[src/rtl/cdma_enc_pkg.sv]
package cdma_enc_pkg;

    localparam int USERS  = 2;
    localparam int WORD_W = 8;
    localparam int PN_W   = 3;
    localparam int CHIPS  = (1 << PN_W) - 1;
    localparam int SUM_W  = $clog2(USERS + 1);

    typedef enum logic {
        ST_IDLE = 1'b0,
        ST_SEND = 1'b1
    } enc_state_t;

    function automatic logic [PN_W-1:0] user_seed(input int u);
        return (u == 0) ? 3'b011 : 3'b111;
    endfunction

endpackage

[src/rtl/cdma_pn_lfsr.sv]
module cdma_pn_lfsr #(
    parameter int              W    = 3,
    parameter logic [W-1:0]    SEED = 3'b011
) (
    input  logic clk,
    input  logic rst,
    input  logic run,
    output logic chip
);
    logic [W-1:0] q;

    always_ff @(posedge clk) begin
        if (rst || !run) begin
            q <= SEED;
        end else begin
            q <= {q[1] ^ q[0], q[W-1:1]};
        end
    end

    assign chip = q[0];
endmodule

[src/rtl/cdma_chip_timer.sv]
module cdma_chip_timer #(
    parameter int CHIPS  = 7,
    parameter int WORD_W = 8
) (
    input  logic clk,
    input  logic rst,
    input  logic start,
    input  logic run,
    output logic bit_end,
    output logic word_end
);
    localparam int CW = $clog2(CHIPS);
    localparam int BW = $clog2(WORD_W);
    localparam logic [CW-1:0] CHIP_LAST = CW'(CHIPS - 1);
    localparam logic [BW-1:0] BIT_LAST  = BW'(WORD_W - 1);

    logic [CW-1:0] chip_cnt;
    logic [BW-1:0] bit_cnt;

    always_ff @(posedge clk) begin
        if (rst || start) begin
            chip_cnt <= '0;
            bit_cnt  <= '0;
        end else if (run) begin
            if (chip_cnt == CHIP_LAST) begin
                chip_cnt <= '0;
                bit_cnt  <= bit_cnt + 1'b1;
            end else begin
                chip_cnt <= chip_cnt + 1'b1;
            end
        end
    end

    assign bit_end  = run && (chip_cnt == CHIP_LAST);
    assign word_end = bit_end && (bit_cnt == BIT_LAST);
endmodule

[src/rtl/cdma_word_shifter.sv]
module cdma_word_shifter #(
    parameter int WORD_W = 8
) (
    input  logic              clk,
    input  logic              rst,
    input  logic              capture,
    input  logic              shift,
    input  logic [WORD_W-1:0] word,
    output logic              cur_bit
);
    logic [WORD_W-1:0] sr;

    always_ff @(posedge clk) begin
        if (rst) begin
            sr <= '0;
        end else if (capture) begin
            sr <= word;
        end else if (shift) begin
            sr <= {sr[WORD_W-2:0], 1'b0};
        end
    end

    assign cur_bit = sr[WORD_W-1];
endmodule

[src/rtl/cdma_spread_encoder.sv]
module cdma_spread_encoder
    import cdma_enc_pkg::*;
(
    input  logic              clk,
    input  logic              rst,
    input  logic              load,
    input  logic [WORD_W-1:0] word_u1,
    input  logic [WORD_W-1:0] word_u2,
    output logic              chip_u1,
    output logic              chip_u2,
    output logic [SUM_W-1:0]  chip_sum,
    output logic              word_done
);
    enc_state_t state, state_nx;
    logic       running;
    logic       capture;
    logic       bit_end;
    logic       word_end;

    logic [WORD_W-1:0] words [USERS];
    logic [USERS-1:0]  data_bit;
    logic [USERS-1:0]  pn_chip;
    logic [USERS-1:0]  spread;

    assign words[0] = word_u1;
    assign words[1] = word_u2;

    // state register
    always_ff @(posedge clk) begin
        if (rst) begin
            state <= ST_IDLE;
        end else begin
            state <= state_nx;
        end
    end

    // next state and control outputs
    always_comb begin
        state_nx = state;
        running  = 1'b0;
        capture  = 1'b0;
        unique case (state)
            ST_IDLE: begin
                if (load) begin
                    capture  = 1'b1;
                    state_nx = ST_SEND;
                end
            end
            ST_SEND: begin
                running = 1'b1;
                if (word_end) begin
                    state_nx = ST_IDLE;
                end
            end
            default: state_nx = ST_IDLE;
        endcase
    end

    cdma_chip_timer #(
        .CHIPS  (CHIPS),
        .WORD_W (WORD_W)
    ) i_timer (
        .clk      (clk),
        .rst      (rst),
        .start    (capture),
        .run      (running),
        .bit_end  (bit_end),
        .word_end (word_end)
    );

    for (genvar u = 0; u < USERS; u++) begin : g_user
        cdma_word_shifter #(
            .WORD_W (WORD_W)
        ) i_shift (
            .clk     (clk),
            .rst     (rst),
            .capture (capture),
            .shift   (bit_end),
            .word    (words[u]),
            .cur_bit (data_bit[u])
        );

        cdma_pn_lfsr #(
            .W    (PN_W),
            .SEED (user_seed(u))
        ) i_pn (
            .clk  (clk),
            .rst  (rst),
            .run  (running),
            .chip (pn_chip[u])
        );

        assign spread[u] = running & data_bit[u] & pn_chip[u];
    end

    assign chip_u1   = spread[0];
    assign chip_u2   = spread[1];
    assign chip_sum  = SUM_W'(spread[0]) + SUM_W'(spread[1]);
    assign word_done = word_end;
endmodule

[config.mk]
export PLATFORM = sky130hd
export DESIGN_NAME = cdma_spread_encoder
export DESIGN_NICKNAME = d
export VERILOG_FILES = /design/src/rtl/cdma_enc_pkg.sv /design/src/rtl/cdma_pn_lfsr.sv /design/src/rtl/cdma_chip_timer.sv /design/src/rtl/cdma_word_shifter.sv /design/src/rtl/cdma_spread_encoder.sv
export SDC_FILE = /design/constraint.sdc
export NUM_CORES = 1
export LEC_CHECK = 0
export BUFFER_PORTS_ARGS = -buffer_cell sky130_fd_sc_hd__buf_2
export CAP_MARGIN = 20
export CORE_MARGIN = 8
export CORE_UTILIZATION = 40
export CTS_CLUSTER_SIZE = 30
export DETAILED_ROUTE_END_ITERATION = 8
export GPL_TIMING_DRIVEN = 0
export HOLD_SLACK_MARGIN = 0.06
export SYNTH_ARGS = -nofsm -noshare
export SYNTH_HDL_FRONTEND = slang
export SYNTH_SLANG_ARGS = --single-unit
[constraint.sdc]
create_clock -name clk -period 1.5 [get_ports clk]
set_input_delay 0.15 -clock clk [delete_from_list [all_inputs] [get_ports clk]]
set_output_delay 0.15 -clock clk [all_outputs]
set_load 0.005 [all_outputs]
# Word-level counts from Yosys, hierarchy flattened
# Index checks and enable logic that the tools add are counted.
[word_totals]
regBits = 29
input_bits = 19
output_inout_bits = 5
wordCells = 36
[op_classes]
addsub = 3
eq_ne = 2
muxes = 10
bitwise_logic = 7
n_reduce_logical = 7
[ops]
columns = ["operator", "count"]
rows = [
  ["$mux 8", 4],
  ["$add 3x1->3 const B", 2],
  ["$eq 3x3->1 const B", 2],
  ["$and 1x1->1", 4],
  ["$mux 1", 4],
  ["$mux 3", 1],
  ["$add 1x1->2", 1],
  ["$logic_and 1x1->1", 2],
  ["$logic_or 1x1->1", 2],
  ["$pmux 1 s2", 1],
  ["$reduce_and 2->1", 1],
  ["$reduce_bool 2->1", 1],
  ["$xor 1x1->1", 2],
  ["$logic_not 1->1", 1],
  ["$not 1->1", 1],
]

# Depth between registers and ports, before layout
# Gate-level depths: netlist of run 1.
[logic_depth]
depth_word = 5
depth_mapped = 6
ltp_nobuf = 4

# Hierarchy
# Synthesis of run 1 repeated with hierarchy kept, for this count alone.
[unflattened]
cells_unflattened = 125
area_unflattened_um2 = 1282.5
[by_module_without_submodules]
columns = ["mod", "n_inst", "cells_per_inst", "area_each_um2", "seq_area_each_um2"]
rows = [
  ["cdma_word_shifter", 2, 35, 369.1, 160.2],
  ["cdma_chip_timer", 1, 33, 284.0, 120.1],
  ["cdma_pn_lfsr at g_user[1].i_pn", 1, 8, 98.8, 60.1],
  ["cdma_pn_lfsr at g_user[0].i_pn", 1, 7, 93.8, 60.1],
  ["cdma_spread_encoder", 1, 7, 67.6, 20.0],
]

# Worst setup path after synthesis of run 1
# No wires, ideal clock.
[synth_timing]
path_kind = "register to register"
from = "register i_timer.chip_cnt[1]"
to = "register g_user[0].i_shift.sr[1]"
arrival_ps = 1081
path_slack_ps = 287
stages_incl_launch_ff = 7
n_path_buf = 3
period_less_slack_ps = 1213
cell_sequence = "dfxtp_1 > buf_6 > and4b_1 > buf_6 > buf_12 > a22oi_1 > a21oi_1"
[synth_between]
elab_chain_cells = 3
[synth_rtl]
columns = ["element", "line", "rtl"]
rows = [
  ["from (decl)", "cdma_chip_timer.sv:17", "logic [CW-1:0] chip_cnt;"],
  ["from (signal assigned)", "cdma_chip_timer.sv:29", "chip_cnt <= chip_cnt + 1'b1;"],
  ["$eq 3x3->1", "cdma_chip_timer.sv:34", "assign bit_end = run && (chip_cnt == CHIP_LAST);"],
  ["$logic_and 1x1->1", "cdma_chip_timer.sv:34", ""],
  ["$reduce_bool 2->1 (no line)", "n/a", ""],
  ["to (signal assigned)", "cdma_word_shifter.sv:17", "sr <= word;"],
  ["to (signal assigned)", "cdma_word_shifter.sv:19", "sr <= {sr[WORD_W-2:0], 1'b0};"],
  ["to (decl)", "cdma_word_shifter.sv:11", "logic [WORD_W-1:0] sr;"],
]
# No other way between the ends.
# A chain may end at the register's enable or synchronous reset.

# Final worst setup path of run 1
[layout_timing]
from = "register state"
to = "output port chip_sum[0]"
[layout_between]
elab_chain_cells = 4
elab_cells_between_ends = 6
cone_classes = "1 x add/sub; 1 x mux; 4 x bitwise"
[layout_rtl]
columns = ["element", "line", "rtl"]
rows = [
  ["from (decl)", "cdma_spread_encoder.sv:14", "enc_state_t state, state_nx;"],
  ["from (signal assigned)", "cdma_spread_encoder.sv:33", "state <= state_nx;"],
  ["$mux 1 *", "cdma_spread_encoder.sv:42", "unique case (state)"],
  ["$and 1x1->1 (2 in series)", "cdma_spread_encoder.sv:93", "assign spread[u] = running & data_bit[u] & pn_chip[u];"],
  ["$add 1x1->2 *", "cdma_spread_encoder.sv:98", "assign chip_sum = SUM_W'(spread[0]) + SUM_W'(spread[1]);"],
  ["to (decl)", "cdma_spread_encoder.sv:11", "output logic [SUM_W-1:0] chip_sum,"],
]
# Mark *: on every way between the ends. The rest lies on a longest branch, timed or not.

==> run metrics, run 1 <==
status finished, final reports clean; cell count after placement 186; layout cell share with drive strength beyond 1 32.53%; DP HPWL 1907 um; core box area 2978 um2; cells after synthesis 130; leading area contributor after synthesis dfxtp_1; H-tree depth 2; Hold Fails Final Rpt 0; register share of total power 49.6%; First DRT Iteration DRCs 44; number of max-slew violations in the final report 0; final setup violation count 0; Slew @ Worst Pin 495.7 ps; drt drc 0; Synth top area share 47.20%; clock-pin slew on the worst setup and hold paths 100 ps; GP Congestion 0.6903; Util after Layout 52.73%; Comb pwr share 10.5%; M1 WL 1262 um; Initial Util 41.30%; worst setup margin 51.48 ps; synth unique cells 30; period utilization 96.57%; GRT overflow 0; max_cap viols 0; Hold Crit Class input pin to register; DIE AREA 5105 um2; final antenna-violating net count 0; CP required 1350 ps; Clk Latency, worst-skew pair 330 ps; Worst setup EP type output pin; Synth Flop Type dfxtp_1; worst ir drop on vdd 0.6784 mV; register area share after synthesis 47.20%; met3 wire len 227 um; pre-CTS setup slack 157.8 ps; Buffers on Ports 23; Avg Cell Area, Syn 9.461 um2; WS Path Type register to output pin; via count 1,081; synthesized cell area 1230 um2; via/cell ratio 5.432; TritonCTS Buffers 5; unrepaired setup endpoints after global routing true; gr usage total 11.98%; Post-synth EDFFs 0; Clock Skew 12.32 ps; Tmin final 1449 ps; LEAKAGE 0.6520 nW; Max FO, Critical Path 4; TNS Setup 0 ps; Net Sw Frac 22.67%; Nets 187; dpl cell area 1386 um2; Post-synth ARST share 0%; Data arrival, critical path 1300 ps; total power 1.670 mW; vias in the first global route 1,087; Psw 378.6 uW; Num Clock Sinks 29; Clock Path Buffers 2; Clk pwr share 39.9%; largest cells by area after synthesis dfxtp_1, a22oi_1, a21oi_1; fmax 0.6904 GHz; top sig layer met4; internal power 1.291 mW; largest net degree at the start of global routing 11; initial antenna violation count 0; Startpoint Class register; CTS tree yes; boundary pin count 24; fin area 1570 um2; # rows 20; drt pass-1 iters 4; DR WL/cell 14.37 um; FILL cells 276; Total Wirelength 2860 um; Slew Limit Headroom 66.95%; Mapped Nets 152; DR WL met2 1343 um; die width 71.45 um; yosys warns 0; die height 71.45 um; Power Density 1063 nW/um2; first-pass GRT wire length 4905 um; WHS 72.52 ps; number of diodes 0; FF+latch count, synth 29; Layout Area Growth over Synthesis 27.67%; Cell Count, Final, Fillers Out 199; Clock Tree Root clkbuf_4
[worst paths after layout]
check,slack (ps),cells after the start,start,to
setup / recovery,50,4,state,chip_sum[0]
hold / removal,70,3,word_u2[0],g_user[1].i_shift.sr[0]
setup reg to reg,90,6,i_timer.chip_cnt[1],g_user[0].i_shift.sr[1]
hold reg to reg,430,1,g_user[1].i_pn.q[2],g_user[1].i_pn.q[1]
[logic make-up (layout without fill, tap and decap cells)]
logic type,count (synthesis),after routing,share of synthesized area [%]
flops,29,29,47.20
compound gates,31,31,15.67
xor+xnor,3,3,2.137
buf+inv,12,48,6.815
simple gates,50,50,23.50
mux,2,2,1.628
fa+ha+maj,3,3,3.052
[Yosys cell counts (all sizes together) (3+ instances only)]
master  number
dfxtp       29
a21oi       17
nand3       14
a22oi       12
buf          8
nor3         6
nand2        5
nand2b       5
nor2         5
clkbuf       3
ha           3
[final cells by class]
cell class	instances	area, um2	share of cell area, %
Buffer	10	77.57	4.940
Clock buffer	7	55.05	3.506
Clock inverter	1	30.03	1.912
Inverter	1	3.754	0.2390
Multi-Input combinational cell	89	594.3	37.85
Sequential cell	29	593.1	37.77
Tap cell	33	41.29	2.629
Timing Repair Buffer	29	175.2	11.16
[registers in the layout, indices dropped and copies added (netlist names)]
| signal | cells |
|---|---|
| g_user.i_pn.q | 6 |
| state | 1 |
| g_user.i_shift.sr | 16 |
| i_timer.chip_cnt | 3 |
| i_timer.bit_cnt | 3 |
[power by group through the flow]
stage / logic, mW / registers [mW] / clock network [mW]
6_report: 0.175 / 0.828 / 0.667
5_1_grt: 0.200 / 0.832 / 0.718
4_1_cts: 0.161 / 0.832 / 0.682
3_5_place_dp: 0.153 / 0.847 / 0
3_3_place_gp: 0.148 / 0.845 / 0
2_1_floorplan: 0.101 / 0.841 / 0
[per-layer routing]
| metal | global-route usage (%) | vias to the layer above |
|---|---|---|
| li1 | - | 543 |
| met1 | 13.87 | 499 |
| met2 | 19.08 | 34 |
| met3 | 5.439 | 5 |
| met4 | 4.082 | 0 |
| met5 | 0 | - |
[cell usage in the layout, fill, tap and decap left out]
| cell type | count |
|---|---|
| dfxtp_1 | 25 |
| buf_2 | 24 |
| a21oi_1 | 17 |
| nand3_1 | 14 |
| a22oi_1 | 11 |
| buf_4 | 6 |
| nor2_1 | 5 |
| nor3_1 | 5 |
| nand2b_1 | 5 |
| nand2_1 | 5 |
| clkbuf_4 | 5 |
| buf_6 | 4 |
| clkbuf_1 | 3 |
| dfxtp_4 | 3 |
| and3_4 | 2 |
| nor2b_1 | 2 |
| nor4_1 | 2 |
| mux2i_1 | 2 |
| nand3b_1 | 2 |
| or2b_1 | 2 |
| a311oi_1 | 2 |
| xnor2_1 | 2 |
| ha_1 | 2 |
| and4b_1 | 1 |
| and2_4 | 1 |
| nand4b_2 | 1 |
| clkbuf_2 | 1 |
| xor2_1 | 1 |
| and2_1 | 1 |
| inv_1 | 1 |
| buf_12 | 1 |
| a22oi_2 | 1 |
| nor3_2 | 1 |
| or3b_1 | 1 |
| ha_4 | 1 |
| bufinv_16 | 1 |
| clkbuf_8 | 1 |
| dlygate4sd3_1 | 1 |
| dfxtp_2 | 1 |
[worst max-delay path, stage by stage, from the launching register on]
cell and delay (ps):
dfxtp_2 360, buf_6 110, and3_4 190, ha_4 200, buf_6 110
[what timing repair did]
item / CTS / global route
pin swaps: 1 / 1
buffers inserted: 3 / 2
endpoints found under the setup margin: 3 / 6
hold buffers: 1 / 0
hold endpoints to repair: 2 / 0
gates resized for setup: 9 / 9
Power figures use the tool's default switching activity.
==> run 2: changes to the inputs <==
Settings changed: BUFFER_PORTS_ARGS -buffer_cell sky130_fd_sc_hd__buf_2 to default, CTS_BUF_LIST from default to sky130_fd_sc_hd__clkbuf_4, DONT_BUFFER_PORTS from default to 1.
==> run metrics, run 2 (synthesis gave the netlist of run 1 again) <==
status finished, final reports clean; Hold Crit Class input pin to register; Hold Fails Final Rpt 0 (unchanged); Slew Limit Headroom 68.24% (+1.3 points); CP Cell Sequence buf_6, and4b_1, buf_6, and2_2; RR Startpoint i_timer.chip_cnt[1]; via count 1,082 (+0.093%); WS Path Type register to output pin; core box area 2978 um2 (unchanged); slowest stage delay, CP 310 ps (-50 ps); TritonCTS Buffers 5 (unchanged); Util after Layout 52.69% (about the same); critical path buffer and inverter count 2 (unchanged); layout cell share with drive strength beyond 1 18.13% (-14 points); Power Density 935.3 nW/um2 (-12%); largest net degree at the start of global routing 11 (unchanged); Clock Skew 7.527 ps (-4.797 ps); FILL cells 270 (-2.2%); first-pass GRT wire length 4767 um (-2.8%); Slowest-stage cell, CP dfxtp_1; initial antenna violation count 0 (unchanged); RR Endpoint g_user[0].i_shift.sr[6]; gr usage total 11.88% (-0.099 points); GP Congestion 0.7671 (+11%); Total Wirelength 2758 um (-3.6%); final setup violation count 0 (unchanged); Clock Tree Root clkbuf_4; max_cap viols 0 (unchanged); TNS Setup 0 ps (unchanged); Nets 181 (-3.2%); Slew @ Worst Pin 476.5 ps (-19.28 ps); Tmin final 1441 ps (-7.441 ps); Buffers on Ports 0 (-100%); largest reg by FF count g_user.i_shift.sr; CP required 1350 ps (about the same); CTS tree yes; DP HPWL 1838 um (-3.6%); die height 71.45 um (unchanged); clock-pin slew on the worst setup and hold paths 90 ps (about the same); Cell Count, Final, Fillers Out 193 (-3.0%); H-tree depth 2 (unchanged); Max FO, Critical Path 8 (+4); Worst Hold Endpoint i_timer.chip_cnt[2]; drt pass-1 iters 4 (unchanged); via/cell ratio 5.606 (+3.2%); # rows 20 (unchanged); Layout Area Growth over Synthesis 27.57% (about the same); DR WL/cell 14.29 um (-0.57%); Hold Crit Start load; most frequent CP cell buf_6; commonest cells after routing, fill and taps aside dfxtp_1, dlygate4sd3_1, a21oi_1; Seq. cell area 584.3 um2 (-1.5%); Clock Path Buffers 2 (unchanged); First DRT Iteration DRCs 78 (+77%); number of max-slew violations in the final report 0 (unchanged); Top Registers g_user.i_shift.sr x16, g_user.i_pn.q x6; Worst setup EP type output pin; worst ir drop on vdd 0.4727 mV (-30%); final antenna-violating net count 0 (unchanged); r2r setup slk 90 ps (about the same); cell count after placement 163 (-12%); GRT overflow 0 (unchanged); commonest non-fill, non-tap cell in the layout dfxtp_1; vias in the first global route 1,056 (-2.9%); Clk Latency, worst-skew pair 330 ps (about the same); unrepaired setup endpoints after global routing false; max FFs per register 16 (unchanged); r2r worst-path depth 7 (+1); boundary pin count 24 (unchanged); WHS 87.17 ps (+14.65 ps); Startpoint Class register; drt drc 0 (unchanged); fmax 0.6939 GHz (+0.52%); Data arrival, critical path 1290 ps (about the same); Initial Util 41.30% (unchanged); number of diodes 0 (unchanged); LEAKAGE 0.6164 nW (-5.5%); period utilization 96.07% (-0.50 points); die width 71.45 um (unchanged); critical path's top delay family simple AND/OR/NAND/NOR gates; Min-Delay Path Depth 3 (unchanged); Num Clock Sinks 29 (unchanged); DIE AREA 5105 um2 (unchanged); Multi-input gate area 575.6 um2 (-3.2%)
[run 2: per-stage QoR]
| step | area (um2) | worst slack (ps) | power (mW) |
|---|---|---|---|
| floorplan | 1230 | 287.0 | 0.9424 |
| global placement | 1271 | 191.7 | 0.9643 |
| detailed placement | 1271 | 153.9 | 0.9690 |
| CTS | 1520 | 11.77 | 1.480 |
| global route | 1569 | 8.540 | 1.538 |
| finish | 1569 | 58.92 | 1.467 |
[run 2: tightest hold or removal path, cell delays in order]
cell	delay, ps
inv_1	30
a21oi_1	140
a311oi_1	60
[run 2: worst max-delay path by stage]
| stage | from | end | slack [ps] | cells past startpoint |
|---|---|---|---|---|
| floorplan | i_timer.chip_cnt[1] | g_user[0].i_shift.sr[1] | 290 | 6 |
| global placement | state | g_user[0].i_shift.sr[1] | 190 | 5 |
| detailed placement | state | g_user[0].i_shift.sr[1] | 150 | 5 |
| CTS | i_timer.chip_cnt[0] | word_done | 10 | 3 |
| global route | i_timer.chip_cnt[1] | word_done | 9 | 4 |
| finish | i_timer.chip_cnt[1] | word_done | 60 | 4 |
[run 2: area by class of cell]
| cell class | instances | share of cell area (%) |
|---|---|---|
| Buffer | 11 | 5.502 |
| Clock buffer | 6 | 2.871 |
| Clock inverter | 2 | 0.6380 |
| Inverter | 1 | 0.2392 |
| Multi-Input combinational cell | 89 | 36.68 |
| Sequential cell | 29 | 37.24 |
| Tap cell | 33 | 2.632 |
| Timing Repair Buffer | 22 | 14.19 |
[run 2: what timing repair did]
| action | in CTS | in global routing |
|---|---|---|
| gates resized for setup | 4 | 3 |
| buffers inserted | 0 | 4 |
| hold buffers | 18 | 0 |
| hold endpoints to repair | 24 | 0 |
| endpoints found under the setup margin | 2 | 2 |
[run 2: per-layer routing]
metal	routed length, um	part of all wire [%]	vias to the layer above	global-route usage (%)
met1	1177	43	516	12.12
met4	40	1.5	0	4.535
met5	0	0	-	0
li1	-	-	527	-
met3	234	8.5	6	7.113
met2	1305	47	33	19.49
[run 2: power breakdown]
part | internal, mW | switching (mW)
Sequential | 0.808 | 0.0224
Combinational | 0.0896 | 0.0801
Clock | 0.196 | 0.271
Total | 1.09 | 0.373
==> run 3: changes to the inputs <==
Settings changed: SYNTH_HIERARCHICAL from default to 1.
==> run metrics, run 3 <==
most common library cells after synthesis dfxtp_1, nor2b_1, a211oi_1, mux2i_1, nand2_1; CTS tree yes; LEAKAGE 0.5803 nW (-5.9%); Total Wirelength 2522 um (-8.6%); die height 72.63 um (+1.6%); Top Registers g_user.i_shift/sr x16, g_user.i_pn/q x6; critical path buffer and inverter count 1 (-1); number of max-slew violations in the final report 0 (unchanged); worst ir drop on vdd 0.5232 mV (+11%); clock-pin slew on the worst setup and hold paths 90 ps (about the same); commonest non-fill, non-tap cell in the layout dfxtp_1; FILL cells 295 (+9.3%); largest reg by FF count g_user.i_shift/sr; first-pass GRT wire length 4333 um (-9.1%); Post-Synth Adder-Cell Area 2.927% (-0.13 points); GP Congestion 0.7703 (+0.42%); Synth top area share 45.27% (-1.9 points); Slew @ Worst Pin 419.5 ps (-56.91 ps); Slew Limit Headroom 71.97% (+3.7 points); DIE AREA 5274 um2 (+3.3%); TNS Setup 0 ps (unchanged); final setup violation count 0 (unchanged); Clock Skew 6.468 ps (-1.059 ps); layout cell share with drive strength beyond 1 14.67% (-3.5 points); register area share after synthesis 45.27% (-1.9 points); largest family of logic cells by synthesized area simple AND/OR/NAND/NOR gates; worst setup margin 100.6 ps (+41.65 ps); Startpoint Class register; Mapped Nets 147 (-3.3%); Buffers on Ports 0 (unchanged); Hold Fails Final Rpt 0 (unchanged); H-tree depth 2 (unchanged); FF+latch count, synth 29 (unchanged); period utilization 93.30% (-2.8 points); drt drc 0 (unchanged); commonest cells after routing, fill and taps aside dfxtp_1, dlygate4sd3_1, nor2b_1; mux cell area share after synthesis 10.93% (+9.3 points); initial antenna violation count 0 (unchanged); Post-synth EDFFs 0 (unchanged); simple-gate share of the synthesized area 22.54% (-0.96 points); gr usage total 10.67% (-1.2 points); leading area contributor after synthesis dfxtp_1; max_cap viols 0 (unchanged); Power Density 918.2 nW/um2 (-1.8%); WS Path Type register to output pin; cells after synthesis 125 (-3.8%); CP Cell Sequence nand4b_2, inv_4, and2_2; Clock Tree Root clkbuf_4; Layout Area Growth over Synthesis 23.12%; final antenna-violating net count 0 (unchanged); Clk Latency, worst-skew pair 320 ps (about the same); TritonCTS Buffers 5 (unchanged); Avg Cell Area, Syn 10.26 um2 (+8.4%); Nets 172 (-5.0%); critical path's top delay family flip-flops; synthesized cell area 1282 um2 (+4.3%); pre-CTS setup slack -278.5 ps (-432.4 ps); CP required 1350 ps (about the same); Initial Util 42.01% (+0.71 points); slowest stage delay, CP 430 ps (+120 ps); core box area 3053 um2 (+2.5%); number of diodes 0 (unchanged); status finished, final reports clean; fin area 1579 um2 (+0.64%); largest cells by area after synthesis dfxtp_1, mux2i_1, a211oi_1; Slowest-stage cell, CP dfxtp_4; Post-Synth XOR/XNOR Area 2.049% (-0.088 points); Hold Crit Class input pin to register; DR WL/cell 13.00 um (-9.0%); vias in the first global route 985 (-6.7%); Post-synth ARST share 0% (unchanged); via count 946 (-13%); # rows 20 (unchanged); Tmin final 1399 ps (-41.65 ps); die width 72.63 um (+1.6%); Num Clock Sinks 29 (unchanged); GRT overflow 0 (unchanged); Worst setup EP type output pin; yosys warns 6 (+6); First DRT Iteration DRCs 55 (-29%); via/cell ratio 4.876 (-13%); dpl cell area 1340 um2 (+5.4%); DP HPWL 1726 um (-6.1%); fmax 0.7146 GHz (+3.0%); largest net degree at the start of global routing 23 (+12); top-count cell post-synth dfxtp_1; unrepaired setup endpoints after global routing true; max FFs per register 16 (unchanged); synth unique cells 27 (-10%); complex-gate fraction of the synthesized area 11.71% (-4.0 points); drt pass-1 iters 4 (unchanged); boundary pin count 24 (unchanged); Max FO, Critical Path 13 (+5); Clock Path Buffers 2 (unchanged); Synth Flop Type dfxtp_1; Data arrival, critical path 1250 ps (-40 ps)
[run 3: changes by cell type after synthesis, moves of 5 or more]
cell,previous run,this run
nand3_1,14,0
a22oi_1,12,0
nor2b_1,2,16
a21oi_1,17,7
nand2_1,5,10
mux2i_1,2,14
a211oi_1,0,14
[run 3: repair_timing]
action,in CTS,in global routing
setup buffers,0,1
setup endpoints to repair,25,4
hold buffers,16,1
gates resized for setup,3,3
endpoints found under the hold margin,22,1
[run 3: cell families after synthesis]
| group | count (synthesis) |
|---|---|
| and+or+nand+nor | 46 |
| DFF | 29 |
| AOI/OAI and AO/OA | 22 |
| muxes | 14 |
| buffers and inverters | 8 |
| xor gates and xnor gates | 3 |
| adders and majority gates | 3 |
[run 3: final timing paths]
check                           slack (ps)                       to                 from  depth (start not counted)
worst max register to register         120  g_user[0].i_shift/sr[5]                state                          3
worst min-delay path                   130      i_timer/chip_cnt[0]                  rst                          3
worst max-delay path                   100                word_done                state                          3
worst min register to register         410      g_user[1].i_pn/q[1]  g_user[1].i_pn/q[2]                          1
[run 3: per-layer routing]
layer  vias to the layer above  GRT usage (%)  wire length [um]
met5                         -              0                 0
met4                         0          8.000                71
met3                         8          3.846               116
met2                        17          16.80              1231
met1                       432          11.44              1103
li1                        489              -                 -
[run 3: power breakdown]
group	switching (mW)	internal [mW]	leakage, nW	total [mW]
logic	0.0712	0.0976	0.312	0.169
registers	0.0288	0.814	0.239	0.842
clock network	0.251	0.188	0.0292	0.439
total	0.351	1.10	0.580	1.45
[run 3: cell type report]
type / instances / area, um2 / area share [%]
sequential: 29 / 585.6 / 37.08
multi-input combinational: 88 / 650.6 / 41.20
clock buffer: 6 / 45.04 / 2.853
buffer: 5 / 47.55 / 3.011
inverter: 3 / 13.76 / 0.8716
tap: 44 / 55.05 / 3.487
timing repair buffer: 18 / 177.7 / 11.25
clock inverter: 1 / 3.754 / 0.2377
[run 3: per-stage QoR]
stage / util (%) / std cells / hold slack, ps / total power, mW
after floorplan: - / 125 / 226.0 / 0.9569
after global placement: 43.89 / 169 / 230.8 / 0.9798
after detailed placement: 43.89 / 169 / 232.7 / 0.9869
after CTS: 51.02 / 192 / 60.21 / 1.469
after global routing: 51.72 / 194 / 142.6 / 1.528
final: 51.72 / 194 / 131.6 / 1.450
[run 3: tightest hold or removal path: cells and delay by family]
kind                   cells  cell delay [ps]
AOI/OAI and AO/OA          1               50
buffers and inverters      1              150
and+or+nand+nor            1               70
